File: config.mk
export PLATFORM = sky130hd
export DESIGN_NAME = stat_latch_irq
export DESIGN_NICKNAME = d
export VERILOG_FILES = /design/src/rtl/stat_latch_irq.sv
export SDC_FILE = /design/constraint.sdc
export NUM_CORES = 1
export LEC_CHECK = 0
export ABC_AREA = 0
export BUFFER_PORTS_ARGS = -buffer_cell sky130_fd_sc_hd__buf_2
export CAP_MARGIN = 20
export CELL_PAD_IN_SITES_DETAIL_PLACEMENT = 1
export CELL_PAD_IN_SITES_GLOBAL_PLACEMENT = 1
export CORE_UTILIZATION = 35
export CTS_BUF_LIST = sky130_fd_sc_hd__clkbuf_4 sky130_fd_sc_hd__clkbuf_8
export DETAILED_ROUTE_END_ITERATION = 7
export GPL_ROUTABILITY_DRIVEN = 0
export PLACE_DENSITY = 0.84
export SLEW_MARGIN = 20
export SYNTH_ARGS = -nofsm -noshare
export SYNTH_HDL_FRONTEND = slang
export SYNTH_SLANG_ARGS = --single-unit
File: constraint.sdc
create_clock -name clk -period 1.1 [get_ports clk]
set_input_delay 0.11 -clock clk [delete_from_list [all_inputs] [get_ports clk]]
set_output_delay 0.11 -clock clk [all_outputs]
set_load 0.005 [all_outputs]
File: src/rtl/stat_latch_irq.sv
module stat_latch_irq #(
  parameter int W = 4
) (
  input  logic         clk,
  input  logic         rst_n,
  input  logic [W-1:0] stat_in,
  input  logic [W:0]   stat_en,
  input  logic         clr_stb,
  input  logic         und_set,
  input  logic         und_clr,
  input  logic         tx_en,
  output logic [W:0]   stat_rd,
  output logic         irq
);
  localparam int NB = W + 1;

  logic [W-1:0]  s1, s2;
  logic          und_q;
  logic [NB-1:0] snap;
  logic          irq_q;

  wire [NB-1:0] live     = {und_q, s2};
  wire [NB-1:0] diff     = (live ^ snap) & stat_en;
  wire          held     = irq_q & ~clr_stb;
  wire          force_ev = und_clr & ~tx_en & ~held;

  always_ff @(posedge clk) begin
    if (!rst_n) begin
      s1    <= '0;
      s2    <= '0;
      und_q <= 1'b0;
      snap  <= '0;
      irq_q <= 1'b0;
    end else begin
      s1 <= stat_in;
      s2 <= s1;
      if (und_set)
        und_q <= 1'b1;
      else if (und_clr && tx_en)
        und_q <= 1'b0;
      if (force_ev) begin
        snap  <= {1'b0, s2};
        irq_q <= 1'b1;
      end else if (!held) begin
        snap  <= live;
        irq_q <= |diff;
      end
    end
  end

  assign stat_rd = snap;
  assign irq     = irq_q;


  irq_hold_chk: assert property (@(posedge clk) disable iff (!rst_n)
    irq_q && !clr_stb |=> irq_q);

  snap_frozen_chk: assert property (@(posedge clk) disable iff (!rst_n)
    irq_q && !clr_stb |=> $stable(stat_rd));

  quiet_release_chk: assert property (@(posedge clk) disable iff (!rst_n)
    clr_stb && (diff == '0) && !(und_clr && !tx_en) |=> !irq);

  no_spurious_chk: assert property (@(posedge clk) disable iff (!rst_n)
    !irq_q && (diff == '0) && !und_clr |=> !irq);

  und_clear_chk: assert property (@(posedge clk) disable iff (!rst_n)
    und_clr && tx_en && !und_set |=> !und_q);

  und_force_chk: assert property (@(posedge clk) disable iff (!rst_n)
    und_clr && !tx_en && !held |=> irq && !stat_rd[W]);
endmodule

==> results summary, run 1 <==
Once detail routing completed, the nets flagged for antenna violations numbered 0. The area of placed instances is 656 um^2. The overall global routing resource usage came out at about 15%. The number of rows in the core area came out at 13. The buffer depth of the longest clock path is 2.

The number of cells on the worst hold path came out at 2. Counting every net in the synthesized netlist gives 70. The shortest clock period the worst path allows after layout came out at between 0.9 and 1 ns. The headroom to the max-slew limit came out at 84.6%.

The I/O pin count came out at 21. The final setup violation count is 0. From left edge to right edge, the die measures between 40 and 50 um.

Along the worst path, the maximum fanout reaches 3. Fill cells in the final layout number between 150 and 200. The effective utilization at floorplan is between 30% and 40%. The clock reaches the later pin of the worst-skew pair after approximately 0.29 ns.

The leakage power of the design came out at around 0.33 nW. The number of antenna violations at the first check in global routing came out at 0. The post-route setup TNS is 0 ns. Among all stages on the critical path, the largest delay is contributed by sky130_fd_sc_hd__dfxtp_1.

The area of all placed cells without fillers came out at 686 um^2. The total of max-cap violations came out at 0. Derived from the worst setup path, the maximum achievable clock frequency is slightly above 1 GHz.

The number of hold-slack violations in the final timing report is 0. The number of buffers added by the clock tree synthesis step is 3. The count of instances resized after the clock tree is built is 0. The overall power is 0.00102 W. The number of synthesized register bits is 15. The violation count after the first detailed-routing iteration is 1. The antenna diode instance count is 0. After synthesis, the mean cell area works out to 9.76 um^2.

After clock tree synthesis, the clock-pin slew on the worst setup and hold paths is 0.10 ns. The maximum single-stage delay on the critical path came out at 0.33 ns. After synthesis, the cell types taking the most area are sky130_fd_sc_hd__dfxtp_1 (56%), sky130_fd_sc_hd__and2_1 (9.3%), sky130_fd_sc_hd__xor2_1 (8.2%). The final critical-path share of the clock period came out at 87.7%. The vertical die dimension is 41.2 um. The global-route wire length before repair came out at around 1.5 mm. The netlist uses 13 different library cells. The via count of the first global-routing pass is 407. Once detailed placement completed, the half-perimeter wirelength came to about 830 um. The maximum resistive drop on vdd came out at ~0.0011 V. The number of I/O port buffers is 20. The total die area is between 1500 and 2000 um^2. The net count reported at finish came out at 95. The max-slew violation total from the final report is 0. The via count normalized by instance count is between 4 and 5. In this run the standard cell core region covers 1370 um^2.

For this run, the detailed router's first-pass iteration total came to 2. The wire length per cell is ~11 um. The total global routing overflow came out at 0. Of all cell types, the one taking the most synthesized area is sky130_fd_sc_hd__dfxtp_1. The maximum number of pins on one net before global-route repair came out at 11.

Setup repair after global routing left no endpoint under its margin. The total setup buffers inserted after CTS came out at 0. The data arrival at the endpoint of the critical path is approximately 1.1 ns. In this run the number of H-tree levels came out at 1.

The required time at the endpoint of the critical path came out at between 1 and 1.5 ns. The buffer cell driving the clock tree root is sky130_fd_sc_hd__clkbuf_4. For the worst flop-to-flop path, the logic depth is 3. The clock sink count came out at 15. The critical path in this run is classified as flip-flop to flip-flop. The total wire length came out at 1.04 mm. TritonCTS built the clock tree. The DRC violations left is 0. The proportion of netlist area held by the largest area contributor came out at 55.9%. For the final database, setup skew stands at around 0.011 ns. The slew at the pin closest to its max-slew limit is approximately 0.23 ns.

The synthesized area came out at roughly 540 um^2. The power density over cell area is roughly 1500 nW/um^2. From synthesis to final layout, the design area changed by 27.7%.

The share of the core filled with cells in the final layout is between 50% and 60%. During synthesis, Yosys emitted a total of 0 warnings. The total number of vias is 462. Traced cell by cell, the critical path runs through xor2_1 -> a221oi_2 -> a31oi_1.

The post-synthesis instance total is 55. The sequential area share after synthesis came out at 55.9%. Cells with a size suffix above 1 make up 32.9% of the layout. The worst setup path is launched from a flip-flop. The flow ran to the end, and the final reports show no timing, DRC or antenna violations. The critical path's top delay family is compound AO/OA/AOI/OAI gates. The count of hold-fix buffers inserted at cts came out at 0. In this run the worst hold path is classified as primary input to flip-flop. The kind of end point of the critical path is a flip-flop. The number of cells on the critical path is 3. The sum of buffers and inverters on the critical path is 0.
[worst reg2reg max path, delay by kind of cell (launching register included)]
family	cells	cell delay (ns)
AO/OA/AOI/OAI	2	0.34
XOR/XNOR	1	0.17
flip-flops	1	0.33
[per-layer routing]
metal / part of all wire, % / wire [um] / track usage (%)
met5: 0 / 0 / 0
met2: 50 / 523 / 28.5
met3: 6.7 / 70 / 6.52
met4: 1.8 / 19 / 9.68
met1: 41 / 426 / 12.3
[registers in the layout, summed over array words and instances, names as in the netlist]
signal and flops:
stat_rd 5, s1 4, s2 4, irq 1
und_q 1
[worst paths after layout]
| path | startpoint | end | slack [ns] |
|---|---|---|---|
| max reg2reg | stat_rd[2] | irq | 0.14 |
| max | stat_rd[2] | irq | 0.14 |
| min reg2reg | s1[3] | s2[3] | 0.44 |
| min | stat_in[3] | s1[3] | 0.02 |
[cell families after synthesis]
group / after synthesis / synth area share [%]
AOI/OAI and AO/OA: 10 / 12.4
xor gates and xnor gates: 5 / 8.16
buffers and inverters: 2 / 1.40
DFF: 15 / 55.9
and+or+nand+nor: 23 / 22.1
[synthesized netlist by cell type]
master	number
sky130_fd_sc_hd__a21oi_1	6
sky130_fd_sc_hd__a221oi_2	1
sky130_fd_sc_hd__a22oi_1	2
sky130_fd_sc_hd__a31oi_1	1
sky130_fd_sc_hd__and2_1	8
sky130_fd_sc_hd__and2b_4	1
sky130_fd_sc_hd__dfxtp_1	15
sky130_fd_sc_hd__inv_1	2
sky130_fd_sc_hd__nand2_1	10
sky130_fd_sc_hd__nand2b_1	2
sky130_fd_sc_hd__nand3_1	1
sky130_fd_sc_hd__nor2_1	1
sky130_fd_sc_hd__xor2_1	5
[final cells by class]
| type | count | area [um^2] | share of cell area, % |
|---|---|---|---|
| multi-input combinational | 38 | 229 | 33.4 |
| tap | 15 | 18.8 | 2.74 |
| inverter | 2 | 7.51 | 1.09 |
| sequential | 15 | 300 | 43.8 |
| timing repair buffer | 20 | 100 | 14.6 |
| clock inverter | 1 | 7.51 | 1.09 |
| clock buffer | 3 | 22.5 | 3.28 |
[cell usage in the layout, fill, tap and decap left out]
cell / synthesis / final
sky130_fd_sc_hd__and2_1: 8 / 8
sky130_fd_sc_hd__clkinvlp_4: 0 / 1
sky130_fd_sc_hd__a21oi_1: 6 / 6
sky130_fd_sc_hd__nand2_1: 10 / 10
sky130_fd_sc_hd__a221oi_2: 1 / 1
sky130_fd_sc_hd__buf_2: 0 / 20
sky130_fd_sc_hd__dfxtp_1: 15 / 15
sky130_fd_sc_hd__a22oi_1: 2 / 2
sky130_fd_sc_hd__inv_1: 2 / 2
sky130_fd_sc_hd__and2b_4: 1 / 1
sky130_fd_sc_hd__nand2b_1: 2 / 2
sky130_fd_sc_hd__xor2_1: 5 / 5
sky130_fd_sc_hd__a31oi_1: 1 / 1
sky130_fd_sc_hd__clkbuf_4: 0 / 3
sky130_fd_sc_hd__nand3_1: 1 / 1
sky130_fd_sc_hd__nor2_1: 1 / 1
[through the flow]
step / std cells / hold WS (ns) / setup slack, ns
finish: 94 / 0.0190 / 0.135
detailed placement: 90 / 0.325 / 0.143
CTS: 94 / 0.0120 / 0.130
global route: 94 / 0.00316 / 0.101
floorplan: 55 / 0.227 / 0.183
global placement: 90 / 0.315 / 0.177
[report_power, final]
group,switching [W],leakage (nW),internal [W],total [W]
logic,0.0000477,0.195,0.0000571,0.000105
clock network,0.000188,0.0139,0.000138,0.000327
registers,0.0000168,0.124,0.000570,0.000587
Power figures use the tool's default switching activity.
==> run 2: changes to the inputs <==
- CELL_PAD_IN_SITES_DETAIL_PLACEMENT: 1 -> 0
- PLACE_DENSITY: 0.84 -> 0.76
==> results summary, run 2 (synthesis results as in run 1) <==
The flow ran to the end, and the final reports show no timing, DRC or antenna violations. The post-route setup TNS came out at 0 ns (unchanged). Following the worst setup path forward leads to its endpoint at irq. The width of the die is 41.2 um (unchanged).

The most critical setup path has its startpoint at stat_rd[2]. The total number of vias came to 436 (-5.6%). The final worst clock skew came out at 0.00646 ns (-0.00434 ns). The tightest min-delay check is of the primary input to flip-flop type. In this run the critical register-to-register path is captured at irq. The wire length per cell came to 9.82 um (-11%).

The max-slew violation total from the final report is 0 (unchanged). The violation count after the first detailed-routing iteration is 7 (+6). The share of final-layout standard cells stronger than drive strength 1 is 32.9% (unchanged). The number of buffers added by the clock tree synthesis step came out at 3 (unchanged). The area of all placed cells without fillers came out at 683 um^2 (-0.37%). From synthesis to final layout, the design area changed by 27.3%. The half-perimeter wire length after placement is 692 um (-17%). The final critical-path share of the clock period came out at 85.8% (-1.9 points). The power density over cell area is 1470 nW/um^2 (-0.76%). The kind of end point of the critical path is a flip-flop.

The worst-path maximum fanout is 3 (unchanged). The shortest clock period the worst path allows after layout came to 0.944 ns (-0.0205 ns). The total setup buffers inserted after CTS came out at 0 (unchanged). The overall global routing resource usage is 13.7% (-1.4 points). The power dissipated by switching net loads came to 0.000245 W (-3.3%).

The I/O pin count came out at 21 (unchanged). The area of placed instances was 656 um^2 (unchanged). The required time at the endpoint of the critical path was 1.28 ns (about the same). The number of hold-slack violations in the final timing report is 0 (unchanged).

The buffer depth of the longest clock path was 2 (unchanged). The data arrival at the endpoint of the critical path came out at 1.12 ns (about the same). The total global routing overflow came out at 0 (unchanged).

The count of instances resized after the clock tree is built was 0 (unchanged). The clock sink count is 15 (unchanged). The cell sitting at the root of the clock tree is a sky130_fd_sc_hd__clkbuf_4. The iteration count of the initial detailed-routing pass came to 2 (unchanged).

The total number of H-tree levels came out at 1 (unchanged). The antenna diode instance count is 0 (unchanged). In this run the critical register-to-register path is launched from stat_rd[2]. The net count reported at finish came out at 95 (unchanged).

TritonCTS built the clock tree. The total of max-cap violations is 0 (unchanged). The maximum resistive drop on vdd came out at 0.000846 V (-23%). The filler cell count is 150 (-15%). The leakage power of the design came to 0.337 nW (+1.1%). The number of flip-flops under the largest register name came to 5 (unchanged). The DRC violations left is 0 (unchanged). The area of the core was 1370 um^2 (unchanged). The highest attainable clock frequency came out at 1.06 GHz (+2.2%).

The total wire length came to 923 um (-11%). The count of hold-fix buffers inserted at cts is 0 (unchanged). The headroom to the max-slew limit came out at 84.7% (+0.12 points). The placed instance count is 90 (unchanged). The minimum setup slack among reg-to-reg paths was 0.16 ns (+0.02 ns). The number of cells traversed by the worst register-to-register path is 3 (unchanged). The vertical die dimension is 41.2 um (unchanged). The share of total power in combinational logic is 10.2% (about the same). The overall power is 0.00101 W (-1.1%). The maximum number of pins on one net before global-route repair came to 10 (-1). The total die area is 1690 um^2 (unchanged).

The switching fraction of total power is 24.3% (-0.54 points). The part of the total power dissipated in the clock network came out at 31.6% (-0.5 points). The number of I/O port buffers is 20 (unchanged). The internal power consumption was 0.000762 W (-0.41%). The number of nets with antenna violations after detailed routing is 0 (unchanged). The share of the core filled with cells in the final layout is 50.0% (-0.18 points). The global-route wire length before repair is 1.38 mm (-9.4%). The via count normalized by instance count came out at 4.64 (-5.6%). The most common cell after layout, fill and taps aside is sky130_fd_sc_hd__buf_2.

The sequential fraction of design power came to 58.2% (+0.6 points). The final setup violation count was 0 (unchanged). The number of rows in the core area is 13 (unchanged). The source-to-sink clock delay at the later pin of the worst-skew pair is 0.29 ns (about the same). The number of cells on the worst hold path came out at 2 (unchanged). The slew at the pin closest to its max-slew limit came out at 0.230 ns (-0.00172 ns).

The effective utilization at floorplan is 39.3% (unchanged). The via count of the first global-routing pass came to 361 (-11%). Setup repair after global routing left no endpoint under its margin.

The final non-filler cell total came to 94 (unchanged). In the layout the commonest cells are sky130_fd_sc_hd__buf_2 (20), sky130_fd_sc_hd__dfxtp_1 (15), sky130_fd_sc_hd__nand2_1 (10). The critical path in this run is classified as flip-flop to flip-flop.

The number of antenna violations at the first check in global routing was 0 (unchanged). STA classifies the critical path startpoint as a flip-flop. The register clock-pin slew on the reported worst setup and hold paths came out at 0.09 ns (about the same).
==> run 2: power by group through the flow <==
stage,sequential [W],combinational (W),clock [W]
final,0.000586,0.000103,0.000319
after floorplan,0.000598,0.0000549,0
after global routing,0.000589,0.000117,0.000347
after CTS,0.000586,0.000105,0.000326
after global placement,0.000598,0.000104,0
after detailed placement,0.000599,0.000105,0
==> run 2: metal layers <==
metal	wire length (um)	global-route usage, %	up-vias
met3	72	4.89	5
met4	29	12.1	0
li1	-	-	228
met2	379	20.7	19
met5	0	0	-
met1	442	14.9	184
==> run 2: how the worst min path moves through the flow <==
stage	endpoint	slack, ns	start
floorplan	und_q	0.23	und_set
global placement	s1[1]	0.31	stat_in[1]
detailed placement	s1[1]	0.32	stat_in[1]
CTS	s1[1]	0.02	stat_in[1]
global route	s1[0]	0.01	stat_in[0]
finish	s1[3]	0.02	stat_in[3]
==> run 2: final cells by class <==
cell class / count / area, um^2 / share of cell area (%)
clock buffers: 3 / 22.5 / 3.30
clock inverters: 1 / 5.00 / 0.733
inverters: 2 / 7.51 / 1.10
multi-input cells: 38 / 229 / 33.5
flip-flops and latches: 15 / 300 / 44.0
well taps: 15 / 18.8 / 2.75
repair buffers: 20 / 100 / 14.7
==> run 2: worst max-delay path, stage by stage (launching register included) <==
cell	delay, ns
sky130_fd_sc_hd__dfxtp_1	0.34
sky130_fd_sc_hd__xor2_1	0.17
sky130_fd_sc_hd__a221oi_2	0.23
sky130_fd_sc_hd__a31oi_1	0.11
==> run 2: stage by stage <==
stage / setup WS (ns) / hold slack [ns]
finish: 0.156 / 0.0206
global route: 0.107 / 0.0148
CTS: 0.142 / 0.0192
detailed placement: 0.152 / 0.319
global placement: 0.173 / 0.314
floorplan: 0.183 / 0.227
